File: src/rtl/rx_addr_filter_pkg.sv
package rx_addr_filter_pkg;

    localparam int unsigned BYTE_W = 8;

    typedef enum logic [1:0] {
        ACC_OFF        = 2'd0,
        ACC_PHYS       = 2'd1,
        ACC_PHYS_BCAST = 2'd2,
        ACC_ALL        = 2'd3
    } acc_mode_e;

    // Request from the byte tracker to the decision stage.
    typedef struct packed {
        logic      fire;   // a decision is due this cycle
        logic      full;   // all destination bytes have been seen
        logic      phys;   // destination equals station address so far
        logic      bcast;  // destination is all ones so far
        acc_mode_e mode;   // mode in force for this frame
    } verdict_req_t;

    function automatic logic judge(acc_mode_e m, logic full, logic phys, logic bcast);
        logic r;
        if (!full) begin
            r = 1'b0;
        end else begin
            case (m)
                ACC_OFF:        r = 1'b0;
                ACC_PHYS:       r = phys;
                ACC_PHYS_BCAST: r = phys | bcast;
                default:        r = 1'b1;
            endcase
        end
        return r;
    endfunction

endpackage

File: src/rtl/rx_addr_filter_regs.sv
module rx_addr_filter_regs
    import rx_addr_filter_pkg::*;
#(
    parameter int unsigned N_BYTES = 6,
    parameter int unsigned IDX_W   = 3
) (
    input  logic                            clk,
    input  logic                            rst,
    input  logic                            wr_en,
    input  logic [IDX_W-1:0]                wr_idx,
    input  logic [BYTE_W-1:0]               wr_data,
    input  acc_mode_e                       mode_in,
    input  logic                            frm_start,
    output logic [N_BYTES-1:0][BYTE_W-1:0]  cur_sta,
    output acc_mode_e                       cur_mode
);

    logic [N_BYTES-1:0][BYTE_W-1:0] cfg_sta;
    logic [N_BYTES-1:0][BYTE_W-1:0] act_sta;
    acc_mode_e                      act_mode;

    genvar gi;
    generate
        for (gi = 0; gi < N_BYTES; gi++) begin : g_sta
            always_ff @(posedge clk) begin
                if (rst) begin
                    cfg_sta[gi] <= '0;
                end else if (wr_en && (wr_idx == IDX_W'(gi))) begin
                    cfg_sta[gi] <= wr_data;
                end
            end
        end
    endgenerate

    // Working copy captured at frame start; held for the whole frame.
    always_ff @(posedge clk) begin
        if (rst) begin
            act_sta  <= '0;
            act_mode <= ACC_OFF;
        end else if (frm_start) begin
            act_sta  <= cfg_sta;
            act_mode <= mode_in;
        end
    end

    // A byte arriving with the start strobe already uses the new settings.
    always_comb begin
        cur_sta  = frm_start ? cfg_sta : act_sta;
        cur_mode = frm_start ? mode_in : act_mode;
    end

    assert_hold_mid_frame_R10: assert property (@(posedge clk) disable iff (rst)
        !frm_start |=> ($stable(act_mode) && $stable(act_sta)));

endmodule

File: src/rtl/rx_addr_filter_track.sv
module rx_addr_filter_track
    import rx_addr_filter_pkg::*;
#(
    parameter int unsigned N_BYTES = 6,
    parameter int unsigned CNT_W   = 3
) (
    input  logic                            clk,
    input  logic                            rst,
    input  logic                            frm_start,
    input  logic                            byte_valid,
    input  logic [BYTE_W-1:0]               byte_data,
    input  logic                            byte_last,
    input  logic [N_BYTES-1:0][BYTE_W-1:0]  cur_sta,
    input  acc_mode_e                       cur_mode,
    output verdict_req_t                    req
);

    localparam logic [CNT_W-1:0] LAST_IDX = CNT_W'(N_BYTES - 1);

    logic             busy;
    logic [CNT_W-1:0] cnt;
    logic             phys_ok;
    logic             bc_ok;

    logic             b_busy;
    logic [CNT_W-1:0] b_cnt;
    logic             b_phys;
    logic             b_bc;
    logic             take;
    logic             at_end;
    logic             n_phys;
    logic             n_bc;
    logic [BYTE_W-1:0] sel_byte;

    // State as seen this cycle, after a possible restart.
    always_comb begin
        b_busy   = frm_start | busy;
        b_cnt    = frm_start ? '0 : cnt;
        b_phys   = frm_start | phys_ok;
        b_bc     = frm_start | bc_ok;
        take     = byte_valid & b_busy;
        at_end   = (b_cnt == LAST_IDX);
        sel_byte = cur_sta[b_cnt];
        n_phys   = b_phys & (byte_data == sel_byte);
        n_bc     = b_bc & (byte_data == {BYTE_W{1'b1}});
    end

    always_comb begin
        req.fire  = take & (at_end | byte_last);
        req.full  = take & at_end;
        req.phys  = n_phys;
        req.bcast = n_bc;
        req.mode  = cur_mode;
    end

    always_ff @(posedge clk) begin
        if (rst) begin
            busy    <= 1'b0;
            cnt     <= '0;
            phys_ok <= 1'b1;
            bc_ok   <= 1'b1;
        end else begin
            busy    <= b_busy;
            cnt     <= b_cnt;
            phys_ok <= b_phys;
            bc_ok   <= b_bc;
            if (take) begin
                if (at_end || byte_last) begin
                    busy <= 1'b0;
                end else begin
                    cnt     <= b_cnt + 1'b1;
                    phys_ok <= n_phys;
                    bc_ok   <= n_bc;
                end
            end
        end
    end

    assert_cnt_in_range_R7: assert property (@(posedge clk) disable iff (rst)
        cnt <= LAST_IDX);

    assert_fire_needs_byte_R7: assert property (@(posedge clk) disable iff (rst)
        req.fire |-> byte_valid);

    assert_idle_after_decision_R7: assert property (@(posedge clk) disable iff (rst)
        req.fire && !frm_start |=> !busy || frm_start);

endmodule

File: src/rtl/rx_addr_filter_decide.sv
module rx_addr_filter_decide
    import rx_addr_filter_pkg::*;
(
    input  logic         clk,
    input  logic         rst,
    input  verdict_req_t req,
    output logic         dec_valid,
    output logic         dec_accept
);

    always_ff @(posedge clk) begin
        if (rst) begin
            dec_valid  <= 1'b0;
            dec_accept <= 1'b0;
        end else begin
            dec_valid  <= req.fire;
            dec_accept <= req.fire & judge(req.mode, req.full, req.phys, req.bcast);
        end
    end

    assert_off_never_accepts_R3: assert property (@(posedge clk) disable iff (rst)
        (req.fire && req.mode == ACC_OFF) |=> !dec_accept);

    assert_promisc_accepts_R6: assert property (@(posedge clk) disable iff (rst)
        (req.fire && req.full && req.mode == ACC_ALL) |=> dec_accept);

    assert_short_rejects_R8: assert property (@(posedge clk) disable iff (rst)
        (req.fire && !req.full) |=> (dec_valid && !dec_accept));

    assert_accept_has_strobe_R7: assert property (@(posedge clk) disable iff (rst)
        dec_accept |-> dec_valid);

endmodule

File: src/rtl/rx_addr_filter.sv
module rx_addr_filter
    import rx_addr_filter_pkg::*;
#(
    parameter int unsigned N_BYTES = 6,
    parameter int unsigned IDX_W   = 3
) (
    input  logic              clk,
    input  logic              rst,
    input  logic              cfg_we,
    input  logic [IDX_W-1:0]  cfg_idx,
    input  logic [7:0]        cfg_wdata,
    input  logic [1:0]        cfg_mode,
    input  logic              frm_start,
    input  logic              byte_valid,
    input  logic [7:0]        byte_data,
    input  logic              byte_last,
    output logic              dec_valid,
    output logic              dec_accept
);

    localparam int unsigned CNT_W = (N_BYTES > 1) ? $clog2(N_BYTES) : 1;

    logic [N_BYTES-1:0][BYTE_W-1:0] cur_sta;
    acc_mode_e                      cur_mode;
    verdict_req_t                   req;

    rx_addr_filter_regs #(
        .N_BYTES (N_BYTES),
        .IDX_W   (IDX_W)
    ) u_regs (
        .clk       (clk),
        .rst       (rst),
        .wr_en     (cfg_we),
        .wr_idx    (cfg_idx),
        .wr_data   (cfg_wdata),
        .mode_in   (acc_mode_e'(cfg_mode)),
        .frm_start (frm_start),
        .cur_sta   (cur_sta),
        .cur_mode  (cur_mode)
    );

    rx_addr_filter_track #(
        .N_BYTES (N_BYTES),
        .CNT_W   (CNT_W)
    ) u_track (
        .clk        (clk),
        .rst        (rst),
        .frm_start  (frm_start),
        .byte_valid (byte_valid),
        .byte_data  (byte_data),
        .byte_last  (byte_last),
        .cur_sta    (cur_sta),
        .cur_mode   (cur_mode),
        .req        (req)
    );

    rx_addr_filter_decide u_decide (
        .clk        (clk),
        .rst        (rst),
        .req        (req),
        .dec_valid  (dec_valid),
        .dec_accept (dec_accept)
    );

endmodule

File: config.mk
export PLATFORM = sky130hd
export DESIGN_NAME = rx_addr_filter
export DESIGN_NICKNAME = d
export VERILOG_FILES = /design/src/rtl/rx_addr_filter_pkg.sv /design/src/rtl/rx_addr_filter_regs.sv /design/src/rtl/rx_addr_filter_track.sv /design/src/rtl/rx_addr_filter_decide.sv /design/src/rtl/rx_addr_filter.sv
export SDC_FILE = /design/constraint.sdc
export NUM_CORES = 1
export LEC_CHECK = 0
export BUFFER_PORTS_ARGS = -buffer_cell sky130_fd_sc_hd__clkbuf_2
export CORE_ASPECT_RATIO = 0.75
export CORE_MARGIN = 3
export CORE_UTILIZATION = 56
export CTS_BUF_LIST = sky130_fd_sc_hd__clkbuf_2
export CTS_CLUSTER_DIAMETER = 60
export DETAILED_ROUTE_END_ITERATION = 8
export GPL_TIMING_DRIVEN = 1
export PLACE_DENSITY = 0.82
export SLEW_MARGIN = 20
export SYNTH_ARGS = -nofsm -noshare
export SYNTH_HDL_FRONTEND = slang
export SYNTH_SLANG_ARGS = --single-unit
File: constraint.sdc
create_clock -name clk -period 2.55 [get_ports clk]
set_clock_uncertainty 0.1 [all_clocks]
set_input_delay 0.1275 -clock clk [delete_from_list [all_inputs] [get_ports clk]]
set_output_delay 0.1275 -clock clk [all_outputs]
set_load 0.005 [all_outputs]
==> results.sh, run 1 <==
export IMPL_status="finished, final reports clean"
export IMPL_clkSinkCount=106
export IMPL_crit_path_end_kind="register"
export IMPL_critical_path_startpoint_type="register"
export IMPL_slew_headroom_pct=57.5
export IMPL_drc=0
export IMPL_required_ns=2.97
export IMPL_clock_latency_ns=0.57
export IMPL_gp_congestion=0.900
export IMPL_critical_path_max_stage_delay_ns=0.57
export IMPL_hold_violations=0
export IMPL_coreArea_um2=7570
export IMPL_rsz0062_at_grt="yes"
export IMPL_port_buffer_count=28
export IMPL_cp_top_family="simple AND/OR/NAND/NOR gates"
export IMPL_clock_path_buffers=2
export IMPL_numCtsBuffers=9
export IMPL_setup_violations=0
export IMPL_synth_top_family_by_area="simple AND/OR/NAND/NOR gates"
export IMPL_antenna_found_initial=0
export IMPL_yosysTopAreaCellShare_pct=47.2
export IMPL_critPathKind="register to register"
export IMPL_path_buf_inv=1
export IMPL_p_leak_nw=1.98
export IMPL_synth_mux_area_share_pct=15.6
export IMPL_antenna_cells=0
export IMPL_syn_area_um2=4490
export IMPL_cap_viol_max_count=0
export IMPL_start_util_pct=59.4
export IMPL_power_density_nw_per_um2=502
export IMPL_ir_drop_uv=407
export IMPL_grt_pass1_vias=3584
export IMPL_synth_cells=521
export IMPL_slew_violations=0
export IMPL_ant_nets=0
export IMPL_synth_main_ff_cell="dfxtp_1"
export IMPL_grt_use_total_pct=26.0
export IMPL_path_clk_slew_ns=0.26
export IMPL_synthArstFlopShare_pct=0
export IMPL_fin_crit_sh_pct=99.0
export IMPL_rows=27
export IMPL_yosys_warnings=0
export IMPL_cp_max_fo=4
export IMPL_finalNetCount=604
export IMPL_io_pins=29
export IMPL_via_per_inst=5.61
export IMPL_ctsHtreeMaxLevel=3
export IMPL_fp_dieW_um=109
export IMPL_dieArea_um2=9150
export IMPL_critPathSlowestCell="or4_4"
export IMPL_final_area_um2=5290
export IMPL_ys_types=48
export IMPL_cts_root_buf="clkbuf_2"
export IMPL_hp_class="primary input to register"
export IMPL_fin_crit_ns=2.52
export IMPL_synth_area_leaders="dfxtp_1 47%, mux2i_1 14%, nand2_1 9.2%"
export IMPL_yosys_area_share_xor_xnor_pct=0.585
export IMPL_synth_compound_area_share_pct=11.4
export IMPL_grt_pass1_wl_mm=18.4
export IMPL_synth_simple_area_share_pct=20.9
export IMPL_dp_slack_ns=-0.0829
export IMPL_post_cts_buffers=0
export IMPL_cts_tree="built"
export IMPL_drive_gt1_share_pct=16.2
export IMPL_worst_slack_ns=0.0254
export IMPL_arrival_ns=2.95
export IMPL_cp_cell_sequence="or3b_4, buf_4, o22ai_2, nor2_1, or4b_1, or4_4, o21ai_2"
export IMPL_yosys_area_share_adder_pct=0.557
export IMPL_place_hpwl_mm=7.92
export IMPL_vias=3817
export IMPL_drtIter0Drc=329
export IMPL_area_growth_pct=17.6
export IMPL_timing_fmax_mhz=396
export IMPL_worst_pin_slew_ns=0.637
export IMPL_gr_total_overflow=0
export IMPL_die_h_um=83.6
export IMPL_yosysTopAreaCell="dfxtp_1"
export IMPL_grt_max_degree=79
export IMPL_avgSynthCellArea_um2=8.63
export IMPL_synth_edff_count=0
export IMPL_wl_mm=11.3
export IMPL_synth_nets=550
export IMPL_ys_seq_area_share_pct=47.2
export IMPL_drtPass1Iterations=5
export IMPL_dpl_instance_area_um2=4800
export IMPL_wl_per_cell_um=16.6
export IMPL_ys_seq_elements=106
==> state kept, by name, indices dropped and copies added, names as in the netlist <==
signal               count
u_track.busy             1
u_regs.act_sta          48
u_regs.act_mode          2
u_track.cnt              3
u_regs.cfg_sta          48
u_track.phys_ok          1
u_track.bc_ok            1
u_decide.dec_accept      1
u_decide.dec_valid       1
==> per-layer routing <==
| layer | vias to the layer above | GRT usage, % | routed length [µm] |
|---|---|---|---|
| li1 | 1872 | - | - |
| met1 | 1782 | 38.5 | 5250 |
| met2 | 140 | 36.6 | 4870 |
| met3 | 23 | 6.50 | 898 |
| met4 | 0 | 8.49 | 301 |
| met5 | - | 0 | 0 |
==> kinds of logic after synthesis <==
kind of cell    count (synthesis)
xor+xnor                        3
simple gates                  218
compound gates                 87
mux                            67
flops                         106
buf+inv                        38
fa+ha+maj                       2
==> power breakdown <==
group          switching, mW  leakage [nW]  internal [mW]  total [mW]
registers             0.0184         0.859           1.69        1.71
clock network          0.543        0.0615          0.130       0.673
logic                  0.154          1.06          0.119       0.273
total                  0.715          1.98           1.94        2.65
==> cells in the mapped netlist, drive strengths merged, types with 3 or more instances <==
cell	n
nand2	110
dfxtp	106
mux2i	62
nor2	61
a21oi	58
clkbuf	23
buf	10
nor2b	10
nand2b	9
nor3	7
o21ai	7
o211ai	6
inv	5
o22ai	4
or3b	4
mux2	3
nand3	3
nand4	3
==> final timing paths <==
| check | start | endpoint | slack (ns) | depth (start not counted) |
|---|---|---|---|---|
| worst max register to register | u_track.cnt[1] | u_track.phys_ok | 0.03 | 7 |
| worst max-delay path | u_track.cnt[1] | u_track.phys_ok | 0.03 | 7 |
| worst min-delay path | byte_data[0] | u_decide.dec_accept | 0.04 | 5 |
| worst min register to register | u_regs.cfg_sta[39] | u_regs.cfg_sta[39] | 0.37 | 2 |
==> worst register-to-register path: stages (launching register included) <==
cell	delay, ns
dfxtp_2	0.42
or3b_4	0.42
buf_4	0.17
o22ai_2	0.09
nor2_1	0.06
or4b_1	0.53
or4_4	0.57
o21ai_2	0.12
==> cells in the final DEF, fill, tap and decap left out, types with 3 or more instances in the layout <==
master,count
mux2_2,3
mux2i_4,5
clkbuf_2,35
o211ai_1,5
nor2_1,61
buf_12,3
mux2i_1,54
dlygate4sd3_1,28
nor2b_1,10
nand3_1,3
mux2i_2,3
o21ai_0,5
buf_4,17
a21oi_1,57
nand2_1,110
inv_1,5
dfxtp_1,103
nand2b_1,9
nor3_1,5
nand4_1,3
==> per-stage QoR <==
stage	utilization (%)	setup TNS (ns)	hold WS [ns]	cells	power (mW)
2_1_floorplan	-	0	0.163	521	1.88
3_3_place_gp	63.5	-0.00179	0.301	637	1.97
3_5_place_dp	63.5	-0.145	0.309	637	1.97
4_1_cts	68.7	0	0.00797	680	2.65
5_1_grt	69.9	-0.0706	0.0340	680	2.77
6_report	69.9	0	0.0445	680	2.65
==> what timing repair did <==
item                                    CTS  global route
hold endpoints to repair                 70             0
endpoints found under the setup margin    2             2
hold buffers                             28             0
pin swaps                                 1             6
cloned                                    0             0
gates resized for setup                   9            18
==> layout make-up <==
cell class	count	area, µm²
Tap cell	101	126
Multi-Input combinational cell	377	2310
Sequential cell	106	2130
Clock inverter	6	42.5
Inverter	5	18.8
Timing Repair Buffer	76	608
Fill cell	614	2280
Clock buffer	9	45.0
No activity file was read; power rests on OpenSTA's default activity.
==> run 2: changes to the inputs <==
- CORE_UTILIZATION: 56 -> 54
- CTS_BUF_LIST: sky130_fd_sc_hd__clkbuf_2 -> not set
- PLACE_DENSITY: 0.82 -> 0.8
==> results.sh, run 2 (same netlist as run 1, synthesis figures left out) <==
export IMPL_gp_congestion=0.932
export IMPL_rows=28
export IMPL_dp_slack_ns=-0.0717
export IMPL_pwr_share_seq_pct=55.1
export IMPL_wl_mm=11.2
export IMPL_cp_max_fo=7
export IMPL_critPathKind="register to register"
export IMPL_grt_pass1_wl_mm=18.1
export IMPL_path_clk_slew_ns=0.10
export IMPL_slew_headroom_pct=55.0
export IMPL_fin_crit_sh_pct=96.7
export IMPL_reg2reg_from="u_track.cnt[0]"
export IMPL_status="finished, final reports clean"
export IMPL_required_ns=2.76
export IMPL_worst_slack_ns=0.0843
export IMPL_place_hpwl_mm=7.99
export IMPL_cts_tree="built"
export IMPL_ctsHtreeMaxLevel=3
export IMPL_power_density_nw_per_um2=597
export IMPL_top_regs="u_regs.act_sta (48), u_regs.cfg_sta (48), u_track.cnt (3)"
export IMPL_final_core_util_pct=64.7
export IMPL_hold_violations=0
export IMPL_layout_common_cells="110 x nand2_1, 104 x dfxtp_1, 61 x nor2_1, 58 x a21oi_1, 57 x mux2i_1"
export IMPL_ir_drop_uv=477
export IMPL_stdcell_count=670
export IMPL_hp_class="primary input to register"
export IMPL_final_common_cell="nand2_1"
export IMPL_coreArea_um2=7990
export IMPL_dieArea_um2=9460
export IMPL_p_sw_share_pct=24.1
export IMPL_switchingPower_mw=0.744
export IMPL_drtIter0Drc=222
export IMPL_ant_nets=0
export IMPL_crit_path_end_kind="register"
export IMPL_finalNetCount=589
export IMPL_numCtsBuffers=9
export IMPL_cts_root_buf="clkbuf_8"
export IMPL_setup_violations=0
export IMPL_drive_gt1_share_pct=15.9
export IMPL_wl_per_cell_um=16.7
export IMPL_internal_power_mw=2.34
export IMPL_antenna_cells=0
export IMPL_hp_start="cfg_wdata[5]"
export IMPL_worst_pin_slew_ns=0.674
export IMPL_p_leak_nw=1.96
export IMPL_comb_power_share_pct=7.9
export IMPL_cap_viol_max_count=0
export IMPL_place_inst=645
export IMPL_fp_dieW_um=111
export IMPL_critical_path_startpoint_type="register"
export IMPL_startpoint="u_track.cnt[0]"
export IMPL_io_pins=29
export IMPL_power_share_clock_pct=37.0
export IMPL_grt_pass1_vias=3469
export IMPL_antenna_found_initial=0
export IMPL_arrival_ns=2.67
export IMPL_grt_use_total_pct=24.2
export IMPL_fin_hold_ws_ns=0.000124
export IMPL_slew_violations=0
export IMPL_start_util_pct=56.3
export IMPL_drtPass1Iterations=5
export IMPL_fin_crit_ns=2.47
export IMPL_grt_max_degree=86
export IMPL_clock_latency_ns=0.37
export IMPL_vias=3733
export IMPL_power_mw=3.09
export IMPL_drc=0
export IMPL_timing_fmax_mhz=406
export IMPL_die_h_um=85.0
export IMPL_clkSinkCount=106
export IMPL_clock_path_buffers=2
export IMPL_via_per_inst=5.57
export IMPL_port_buffer_count=28
export IMPL_gr_total_overflow=0
export IMPL_area_growth_pct=15.0
==> run 2: what timing repair did <==
item                                    4_1_cts  5_1_grt
resized for setup                             1       11
endpoints found under the setup margin        2        2
pin swaps                                     0        0
buffers inserted                              0        0
hold buffers                                  9        0
endpoints found under the hold margin        23        0
==> run 2: path summary, 6_finish.rpt <==
path                              end  slack [ns]  cells after the start
hold reg to reg     u_regs.cfg_sta[8]        0.36                      2
setup reg to reg  u_decide.dec_accept        0.08                      7
hold / removal     u_regs.cfg_sta[37]      0.0001                      3
setup / recovery  u_decide.dec_accept        0.08                      7
==> run 2: power by group through the flow <==
stage	logic (mW)	clock network (mW)	registers, mW
floorplan	0.146	0	1.73
global placement	0.226	0	1.74
detailed placement	0.228	0	1.74
CTS	0.239	1.15	1.70
global route	0.268	1.22	1.70
finish	0.245	1.14	1.70
==> run 2: layout make-up <==
| type | count | area [µm²] |
|---|---|---|
| Sequential cell | 106 | 2130 |
| Inverter | 5 | 18.8 |
| Clock buffer | 9 | 124 |
| Clock inverter | 7 | 101 |
| Fill cell | 679 | 2820 |
| Timing Repair Buffer | 61 | 427 |
| Multi-Input combinational cell | 377 | 2240 |
| Tap cell | 105 | 131 |
==> run 2: stage by stage <==
step / cell area (µm²) / TNS, ns
5_1_grt: 5170 / -0.000345
3_5_place_dp: 4810 / -0.132
3_3_place_gp: 4810 / -0.0586
2_1_floorplan: 4500 / 0
4_1_cts: 5130 / 0
6_report: 5170 / 0
==> run 2: worst max-delay path, cell delays in order (launching register included) <==
cell and delay (ns):
dfxtp_4 0.42, buf_6 0.15, mux2i_2 0.23, nor3_1 0.07, a211o_1 0.22, or4b_1 0.53, or4_4 0.55, a21oi_1 0.14
==> run 2: per-layer routing <==
metal | vias up | part of all wire, % | GRT usage [%]
met1 | 1779 | 49 | 35.7
met2 | 108 | 43 | 36.5
li1 | 1836 | - | -
met4 | 0 | 0.83 | 5.30
met5 | - | 0 | 0
met3 | 10 | 6.6 | 5.35
